--- src/rtl/cmdr_pkg.sv ---
package cmdr_pkg;
  typedef enum logic [1:0] {SIDE_NONE, SIDE_OFF, SIDE_RESET} side_e;
  typedef enum logic [1:0] {ST_IDLE, ST_DECODE, ST_SIDE} state_e;

  localparam logic [7:0] PKT_BUS    = 8'h00;
  localparam logic [7:0] PKT_CTRL   = 8'h01;
  localparam logic [7:0] POLL_TAG   = 8'h40;

  localparam logic [7:0] OP_AUTOPOLL  = 8'h01;
  localparam logic [7:0] OP_GET_TIME  = 8'h03;
  localparam logic [7:0] OP_SET_TIME  = 8'h09;
  localparam logic [7:0] OP_POWER_OFF = 8'h0A;
  localparam logic [7:0] OP_SYS_RESET = 8'h11;
  localparam logic [7:0] OP_ACK_A     = 8'h13;
  localparam logic [7:0] OP_ACK_B     = 8'h14;
  localparam logic [7:0] OP_ACK_C     = 8'h19;
  localparam logic [7:0] OP_ACK_D     = 8'h21;

  localparam int          REP_MAX     = 7;
  localparam logic [31:0] EPOCH_SHIFT = 32'd2082844800;
endpackage

--- src/rtl/cmdr_decode.sv ---
module cmdr_decode import cmdr_pkg::*; #(
  parameter  int RX_BYTES = 8,
  localparam int RXL_W    = $clog2(RX_BYTES + 1)
) (
  input  logic [RX_BYTES*8-1:0] pkt,
  input  logic [RXL_W-1:0]      pkt_len,
  input  logic [31:0]           seconds,
  output logic [REP_MAX*8-1:0]  rep,
  output logic [3:0]            rep_len,
  output logic                  load,
  output logic [31:0]           load_val,
  output logic                  ap_wr,
  output logic                  ap_val,
  output side_e                 side
);
  logic [7:0] b [RX_BYTES];

  for (genvar i = 0; i < RX_BYTES; i++) begin : g_unpack
    assign b[i] = pkt[8*i +: 8];
  end

  always_comb begin
    rep      = '0;
    rep_len  = '0;
    load     = 1'b0;
    load_val = {b[2], b[3], b[4], b[5]};
    ap_wr    = 1'b0;
    ap_val   = (b[2] != 8'h00);
    side     = SIDE_NONE;
    if (int'(pkt_len) >= 2 && b[0] == PKT_CTRL) begin
      rep[7:0] = PKT_CTRL;
      case (b[1])
        OP_AUTOPOLL: if (int'(pkt_len) >= 3) begin
          rep[15:8] = b[2];
          rep_len   = 4'd2;
          ap_wr     = 1'b1;
        end
        OP_SET_TIME: if (int'(pkt_len) >= 6) begin
          rep_len = 4'd3;
          load    = 1'b1;
        end
        OP_GET_TIME: begin
          rep[31:24] = seconds[31:24];
          rep[39:32] = seconds[23:16];
          rep[47:40] = seconds[15:8];
          rep[55:48] = seconds[7:0];
          rep_len    = 4'd7;
        end
        OP_ACK_A, OP_ACK_B, OP_ACK_C, OP_ACK_D: rep_len = 4'd2;
        OP_POWER_OFF: begin
          rep_len = 4'd2;
          side    = SIDE_OFF;
        end
        OP_SYS_RESET: begin
          rep_len = 4'd2;
          side    = SIDE_RESET;
        end
        default: rep_len = 4'd0;
      endcase
    end
  end
endmodule

--- src/rtl/cmdr_seconds.sv ---
module cmdr_seconds #(
  parameter logic [31:0] INIT = 32'd0
) (
  input  logic        clk,
  input  logic        rst,
  input  logic        tick,
  input  logic        load,
  input  logic [31:0] load_val,
  output logic [31:0] seconds
);
  always_ff @(posedge clk) begin
    if (rst)       seconds <= INIT;
    else if (load) seconds <= load_val;
    else if (tick) seconds <= seconds + 32'd1;
  end

  // without load or tick the count holds
  a_r9_hold: assert property (@(posedge clk) disable iff (rst)
    (!load && !tick) |=> $stable(seconds));
  // a load wins over a tick
  a_r9_load_wins: assert property (@(posedge clk) disable iff (rst)
    load |=> (seconds == $past(load_val)));
endmodule

--- src/rtl/cmdr_poll_tick.sv ---
module cmdr_poll_tick #(
  parameter  int DIV = 20,
  localparam int CW  = (DIV > 1) ? $clog2(DIV) : 1
) (
  input  logic clk,
  input  logic rst,
  input  logic en,
  output logic tick
);
  logic [CW-1:0] cnt;

  always_ff @(posedge clk) begin
    if (rst) begin
      cnt  <= '0;
      tick <= 1'b0;
    end else begin
      tick <= 1'b0;
      if (!en) begin
        cnt <= '0;
      end else if (cnt == CW'(DIV - 1)) begin
        cnt  <= '0;
        tick <= 1'b1;
      end else begin
        cnt <= cnt + 1'b1;
      end
    end
  end

  // a poll strobe only follows an enabled cycle
  a_r10_needs_enable: assert property (@(posedge clk) disable iff (rst)
    tick |-> $past(en));

  if (DIV > 1) begin : g_gap
    // strobes are single-cycle
    a_r10_single: assert property (@(posedge clk) disable iff (rst)
      tick |=> !tick);
  end
endmodule

--- src/rtl/cmd_responder.sv ---
module cmd_responder import cmdr_pkg::*; #(
  parameter  int          RX_BYTES   = 8,
  parameter  int          POLL_BYTES = 8,
  parameter  int          CLK_HZ     = 50_000_000,
  parameter  int          POLL_HZ    = 50,
  parameter  logic [31:0] UNIX_INIT  = 32'd0,
  localparam int          TX_BYTES   = (POLL_BYTES + 2 > REP_MAX) ? POLL_BYTES + 2 : REP_MAX,
  localparam int          RXL_W      = $clog2(RX_BYTES + 1),
  localparam int          TXL_W      = $clog2(TX_BYTES + 1),
  localparam int          PL_W       = $clog2(POLL_BYTES + 1)
) (
  input  logic                    clk,
  input  logic                    rst,
  input  logic                    rx_start,
  input  logic [RX_BYTES*8-1:0]   rx_buf,
  input  logic [RXL_W-1:0]        rx_len,
  output logic                    busy,
  input  logic                    sec_tick,
  input  logic                    poll_done,
  input  logic [POLL_BYTES*8-1:0] poll_data,
  input  logic [PL_W-1:0]         poll_len,
  output logic                    tx_valid,
  output logic [TX_BYTES*8-1:0]   tx_buf,
  output logic [TXL_W-1:0]        tx_len,
  output logic                    poll_req,
  output logic                    autopoll_on,
  output logic                    shutdown_req,
  output logic                    reset_req
);
  localparam int          POLL_DIV = (CLK_HZ / POLL_HZ > 0) ? CLK_HZ / POLL_HZ : 1;
  localparam logic [31:0] SEC_INIT = UNIX_INIT + EPOCH_SHIFT;

  state_e                 state;
  side_e                  side_q;
  logic [RX_BYTES*8-1:0]  pkt;
  logic [RXL_W-1:0]       pkt_len;
  logic                   ap_q;
  logic [31:0]            seconds;

  logic [REP_MAX*8-1:0]   dec_rep;
  logic [3:0]             dec_len;
  logic                   dec_load;
  logic [31:0]            dec_load_val;
  logic                   dec_ap_wr;
  logic                   dec_ap_val;
  side_e                  dec_side;

  logic [TX_BYTES*8-1:0]  dec_wide;
  logic [TX_BYTES*8-1:0]  poll_rep;
  logic                   in_decode;

  assign in_decode   = (state == ST_DECODE);
  assign busy        = (state != ST_IDLE);
  assign autopoll_on = ap_q;

  cmdr_decode #(.RX_BYTES(RX_BYTES)) u_dec (
    .pkt      (pkt),
    .pkt_len  (pkt_len),
    .seconds  (seconds),
    .rep      (dec_rep),
    .rep_len  (dec_len),
    .load     (dec_load),
    .load_val (dec_load_val),
    .ap_wr    (dec_ap_wr),
    .ap_val   (dec_ap_val),
    .side     (dec_side)
  );

  cmdr_seconds #(.INIT(SEC_INIT)) u_sec (
    .clk      (clk),
    .rst      (rst),
    .tick     (sec_tick),
    .load     (in_decode && dec_load),
    .load_val (dec_load_val),
    .seconds  (seconds)
  );

  cmdr_poll_tick #(.DIV(POLL_DIV)) u_poll (
    .clk  (clk),
    .rst  (rst),
    .en   (ap_q),
    .tick (poll_req)
  );

  always_comb begin
    dec_wide                 = '0;
    dec_wide[REP_MAX*8-1:0]  = dec_rep;
    poll_rep                 = '0;
    poll_rep[7:0]            = PKT_BUS;
    poll_rep[15:8]           = POLL_TAG;
    poll_rep[16 +: POLL_BYTES*8] = poll_data;
  end

  always_ff @(posedge clk) begin
    if (rst) begin
      state        <= ST_IDLE;
      side_q       <= SIDE_NONE;
      pkt          <= '0;
      pkt_len      <= '0;
      ap_q         <= 1'b0;
      tx_valid     <= 1'b0;
      tx_buf       <= '0;
      tx_len       <= '0;
      shutdown_req <= 1'b0;
      reset_req    <= 1'b0;
    end else begin
      tx_valid     <= 1'b0;
      shutdown_req <= 1'b0;
      reset_req    <= 1'b0;
      case (state)
        ST_IDLE: begin
          if (rx_start) begin
            pkt     <= rx_buf;
            pkt_len <= rx_len;
            state   <= ST_DECODE;
          end else if (poll_done && poll_len != '0) begin
            tx_buf   <= poll_rep;
            tx_len   <= TXL_W'(poll_len) + TXL_W'(2);
            tx_valid <= 1'b1;
          end
        end
        ST_DECODE: begin
          if (dec_len != 4'd0) begin
            tx_buf   <= dec_wide;
            tx_len   <= TXL_W'(dec_len);
            tx_valid <= 1'b1;
          end
          if (dec_ap_wr) ap_q <= dec_ap_val;
          side_q <= dec_side;
          state  <= (dec_side == SIDE_NONE) ? ST_IDLE : ST_SIDE;
        end
        ST_SIDE: begin
          shutdown_req <= (side_q == SIDE_OFF);
          reset_req    <= (side_q == SIDE_RESET);
          state        <= ST_IDLE;
        end
        default: state <= ST_IDLE;
      endcase
    end
  end

  // the two request pulses never coincide
  a_r7_exclusive: assert property (@(posedge clk) disable iff (rst)
    !(shutdown_req && reset_req));
  // a request pulse always follows its acknowledge
  a_r7_reply_first: assert property (@(posedge clk) disable iff (rst)
    (shutdown_req || reset_req) |-> $past(tx_valid));
  // a wrapped poll reply carries at least one data byte
  a_r11_poll_shape: assert property (@(posedge clk) disable iff (rst)
    (tx_valid && tx_buf[7:0] == PKT_BUS) |-> (int'(tx_len) >= 3));
  // a start taken while idle always produces a busy cycle
  a_r2_accept: assert property (@(posedge clk) disable iff (rst)
    (!busy && rx_start) |=> busy);
endmodule

--- config.mk ---
export PLATFORM = sky130hd
export DESIGN_NAME = cmd_responder
export DESIGN_NICKNAME = d
export VERILOG_FILES = /design/src/rtl/cmdr_pkg.sv /design/src/rtl/cmdr_decode.sv /design/src/rtl/cmdr_seconds.sv /design/src/rtl/cmdr_poll_tick.sv /design/src/rtl/cmd_responder.sv
export SDC_FILE = /design/constraint.sdc
export NUM_CORES = 1
export LEC_CHECK = 0
export ABC_AREA = 1
export CAP_MARGIN = 20
export CORE_MARGIN = 2
export CORE_UTILIZATION = 50
export CTS_BUF_LIST = sky130_fd_sc_hd__clkbuf_8
export CTS_CLUSTER_DIAMETER = 200
export DETAILED_ROUTE_END_ITERATION = 10
export DONT_BUFFER_PORTS = 1
export PLACE_DENSITY = 0.66
export SLEW_MARGIN = 20
export SYNTH_ARGS = -nofsm -noshare
export SYNTH_HDL_FRONTEND = slang
export SYNTH_SLANG_ARGS = --single-unit
--- constraint.sdc ---
create_clock -name clk -period 4.3 [get_ports clk]
set_input_delay 0.215 -clock clk [delete_from_list [all_inputs] [get_ports clk]]
set_output_delay 0.215 -clock clk [all_outputs]
set_load 0.01 [all_outputs]
# == Word-level counts from Yosys, hierarchy flattened ==
# Index checks and enable logic that the tools add are counted.
# op_classes
bitwise_logic,2
div,0
n_addsub,3
n_shift,0
eq_ne,19
mul,0
reduce_logical,18
n_lt_le_gt_ge,3
mux,35
# op_table
op,count
$mux 80,3
$pmux 80 s2,1
$mux 32,4
$add 32x1->32 const B,1
$eq 8x5->1 const B,4
$add 20x1->20 const B,1
$eq 20x20->1 const B,1
$eq 8x1->1 const B,2
$eq 8x4->1 const B,2
$mux 16,1
$mux 4,4
$mux 8,2
$pmux 4 s4,1
$mux 1,10
$mux 2,5
$eq 8x2->1 const B,1
$eq 8x6->1 const B,1
$ge 4x2->1 const B,2
$pmux 2 s2,2
$pmux 4 s2,1
$reduce_bool 4->1,2
$reduce_bool 8->1,1
$ne 2x2->1 const B,3
$reduce_bool 2->1,3
other kinds (14),22
# word_totals
word_cells,93
latchBits,0
output_inout_bits,90
ram_bits,0
input_bits,141
romBits,0
reg_bits,197
memories,0

# == Longest topological paths before layout ==
# logic_depth
word_depth,7
ltp_mapped,13
ltp_nobuf,12

# == Modules after synthesis ==
# Synthesis repeated with hierarchy kept, for this count alone.
# hier_totals
cells_unflattened,1783
hier_area_um2,11364.6
# modules_own_cells
module,area_per_inst_um2,n_inst,cells_each,seq_area_each_um2
cmd_responder,7015.5,1,1089,3203.1
cmdr_seconds,2113.3,1,318,640.6
cmdr_decode,1132.3,1,212,0.0
cmdr_poll_tick,1103.6,1,164,420.4

# == Worst setup path before layout ==
# No wires, ideal clock.
# synth_timing
path_kind,reg-to-reg
startpoint,reg pkt[2]
endpoint,reg u_sec.seconds[15]
setup_slack_ps,2724
path_stages_with_launch,12
period_less_slack_ps,1576
n_path_buf,1
required_ps,4172
setup_ps,128
t_arrival_ps,1448
path_cell_list,dfxtp_1 nor2_1 nand3_1 nor2_1 nand2_1 nor2_8 nand2_2 inv_2 nor2_2 buf_2 nand2_1 o211ai_1
# synth_between
elab_chain_cells,5
word_cells_on_any_way,6
cone_classes,eq/ne: 1; mux: 2; reduce/logical: 3
# synth_lines
item,line,rtl
"start, declared",cmd_responder.sv:35,logic [RX_BYTES*8-1:0] pkt;
"start signal, assigned",cmd_responder.sv:113,pkt <= rx_buf;
$eq 8x1->1 *,cmdr_decode.sv:30,if (int'(pkt_len) >= 2 && b[0] == PKT_CTRL) begin
$logic_and 1x1->1 *,cmdr_decode.sv:30,
$mux 1 *,cmdr_decode.sv:30,
$logic_and 1x1->1 *,cmd_responder.sv:73,".load (in_decode && dec_load),"
$mux 32 / $reduce_bool 2->1 (equally long branches),n/a,
"end signal, assigned",cmdr_seconds.sv:13,else if (load) seconds <= load_val;
"end signal, assigned",cmdr_seconds.sv:14,else if (tick) seconds <= seconds + 32'd1;
"end, declared",cmdr_seconds.sv:9,output logic [31:0] seconds
# Mark *: on every way between the ends. The rest lies on a longest branch, timed or not.
# A chain may end at the register's enable or synchronous reset.

# == Worst setup path in the final report ==
# layout_timing
startpoint,reg state[0]
endpoint,reg tx_buf[60]
# layout_between
elab_chain_cells,3
word_cells_on_any_way,8
cone_classes,eq/ne: 4; mux: 1; reduce/logical: 3
# layout_lines
item,line,rtl
"start, declared",cmd_responder.sv:33,state_e state;
"start signal, assigned",cmd_responder.sv:130,state <= (dec_side == SIDE_NONE) ? ST_IDLE : ST_SIDE;
$eq 2x1->1 / $logic_not 2->1 (equally long branches),cmd_responder.sv:110,case (state)
$ne 2x1->1 (no line) (tied with other cells),n/a,
$reduce_and 4->1 (no line),n/a,
"end signal, assigned",cmd_responder.sv:117,tx_buf <= poll_rep;
"end signal, assigned",cmd_responder.sv:124,tx_buf <= dec_wide;
"end, declared",cmd_responder.sv:23,"output logic [TX_BYTES*8-1:0] tx_buf,"
# Several ways; a longest one is shown, not always the timed one.

==> impl_metrics.ini <==
[sta]
worst_pin_slew_ps = 825.3
setup_violations = 0
fin_ws_ps = 1309
period_needed_ps = 2991
period_share_pct = 69.57
report.final.slew_viol_count = 0
max_clock_freq_ghz = 0.3343
skew_ps = 14.90
rsz0062_at_grt = no
hold_viol_final = 0
fin_setup_tns_ps = 0
relSlewSlack_pct = 44.98

[placement]
hpwl_um = 17400
placed_area_um2 = 9146
place_inst = 1444
pre_cts_ws_ps = 1503
numPortBuffers = 0
place_congestion = 0.9076

[route]
wl_per_cell_um = 16.06
num_vias = 8461
drc_errors = 0
via_per_inst = 5.358
drt_iter0_drc = 567
ant_nets = 0
wl_um = 25360
firstDrtPassIters = 8

[synth]
ys.flop_type = dfxtp_1
synth_area_leader_cell = dfxtp_1
ys_async_sr_fraction_pct = 0
synth.avg_cell_area_um2 = 7.168
yosys-top-cells-area = dfxtp_1, nand2_1, nor2_1
synth-compound-area-share_pct = 13.42
ys_seq_area_share_pct = 41.46
syn_area_um2 = 9175
synth-edff-count = 0
synth_cells = 1280
ys_types = 38
synthAdderAreaFrac_pct = 0.4091
muxShareOfSynthArea_pct = 0
synth_simple_gate_area_share_pct = 33.67
yosysTopAreaCellShare_pct = 41.46
synth_top_family_by_area = simple AND/OR/NAND/NOR gates
ys_ff_latch = 190
yosys_warnings = 0
synth_xor_xnor_area_share_pct = 2.673

[power_and_ir_drop]
comb_power_share_pct = 11.8
leakage_nw = 4.272
p_int_mw = 2.487
ir_drop_v = 0.0002239
p_total_mw = 3.472
p_sw_share_pct = 28.36
power_frac_clock_pct = 32.6
power_frac_seq_pct = 55.6
power_per_cell_area_nw_per_um2 = 328.6
p_sw_mw = 0.9848

[floorplan]
die_w_um = 139.5
io-pin-count = 231
die_height_um = 139.5
fp-row-count = 49
die-area_um2 = 19450
core_area_um2 = 17960
initial_utilization_pct = 51.08

[grt]
grt_overflow = 0
grt_usage_pct = 25.49
grt_max_degree = 77
grt_antenna_before_repair = 0
grt_pass1_vias = 7867
grt_pass1_wl_um = 40010

[critical_path]
timing.rr.end = tx_buf[60]
cp.arrival_ps = 3360
crit_required_ps = 4670
r2r-start = state[0]
path_class = register to register
cp-start-kind = register
rrSetupSlack_ps = 1310
endpoint_kind = register
ff2ff_path_depth = 9
crit_fanout = 74

[worst_hold_path]
holdPathStages = 2
hold_class = primary input to register
hold_path_end = pkt[20]
worstHoldStart = rx_buf[20]

[finish]
antennaDiodeCount = 0
final_common_cell = nand2_1
area_growth_pct = 15.15
drive_above_1_share_pct = 8.741
layout.cells.non_filler = 1579
layout.nets = 1481
fillCellCount = 1727
layout_common_cells = nand2_1, dfxtp_1, nor2_1
final_cell_area_um2 = 10570

[clock_tree]
cts-resized-gates = 0
cts_tree = done
cts-root-buf = clkbuf_8
cts.sinks = 190
cts_buffers = 17
path_clk_slew_ps = 100
clock_path_buffers = 2
clock_latency_ps = 470
ctsHtreeMaxLevel = 4

[outcome]
outcome = finished clean

[flow_run]
max-cap-violations = 0
[state kept, by name, indices dropped and copies added, names as in the netlist]
signal         count
tx_buf            73
reset_req          1
state              2
u_poll.cnt        20
shutdown_req       1
tx_valid           1
pkt_len            4
u_poll.tick        1
pkt               48
tx_len             4
side_q             2
u_sec.seconds     32
autopoll_on        1
[stage by stage]
step | hold slack, ps | util, %
after floorplan | 362.3 | -
after global placement | 283.4 | 50.92
after detailed placement | 284.2 | 50.92
after CTS | 4.059 | 58.81
after global routing | 29.10 | 58.81
final | 17.98 | 58.81
[cell families (layout without fill, tap and decap cells)]
group	Yosys count	after routing
and+or+nand+nor	649	649
DFF	190	190
AOI/OAI and AO/OA	236	236
buffers and inverters	173	237
other	1	7
adders and majority gates	3	3
xor gates and xnor gates	28	28
[repair_timing]
item                                    4_1_cts  5_1_grt
endpoints found under the hold margin       133        0
endpoints found under the setup margin        0        0
hold buffers                                103        0
buffers inserted                              0        0
[cell usage after synthesis (all sizes together) (3+ instances only)]
| cell | instances |
|---|---|
| a21oi | 131 |
| buf | 39 |
| clkbuf | 39 |
| dfxtp | 190 |
| ha | 3 |
| inv | 94 |
| nand2 | 279 |
| nand3 | 103 |
| nand3b | 33 |
| nand4 | 9 |
| nor2 | 180 |
| nor3 | 29 |
| nor3b | 7 |
| nor4 | 6 |
| o211ai | 5 |
| o21ai | 96 |
| xnor2 | 4 |
| xor2 | 24 |
[worst max-delay path by stage]
stage,start,endpoint,slack (ps),cells after the start
3_3_place_gp,state[1],u_sec.seconds[0],1530,11
6_report,state[0],tx_buf[60],1310,9
4_1_cts,state[0],tx_buf[60],1290,9
3_5_place_dp,state[1],u_sec.seconds[1],1500,11
5_1_grt,state[0],tx_buf[60],1050,9
2_1_floorplan,pkt[2],u_sec.seconds[15],2720,11
[final cells by class]
type                    instances  area, um^2  share of cell area (%)
well taps                     229       286.5                   2.712
repair buffers                110        1114                   10.54
multi-input cells             923        4632                   43.84
clock buffers                  17       234.0                   2.215
inverters                      95       359.1                   3.399
clock inverters                15       136.4                   1.291
flip-flops and latches        190        3804                   36.00
[worst max-delay path: stages, from the launching register on]
cell	delay, ps
dfxtp_1	350
inv_2	50
nor2_2	210
inv_2	350
nor2_8	380
nand3_4	440
buf_12	390
nand3_2	100
a21oi_2	50
dlygate4sd3_1	550
[power groups by stage]
stage,Sequential (mW),Clock [mW],Combinational [mW]
6_report,1.93,1.13,0.410
5_1_grt,1.94,1.22,0.463
3_5_place_dp,1.97,0,0.318
2_1_floorplan,1.95,0,0.275
4_1_cts,1.93,1.17,0.407
3_3_place_gp,1.97,0,0.314
[layer usage]
layer | routed length [um] | up-vias | GRT usage (%)
met2 | 11650 | 279 | 42.31
li1 | - | 4279 | -
met5 | 0 | - | 0
met1 | 11570 | 3861 | 33.34
met4 | 577 | 0 | 8.931
met3 | 1562 | 42 | 4.783
(Power assumes the default switching activity.)
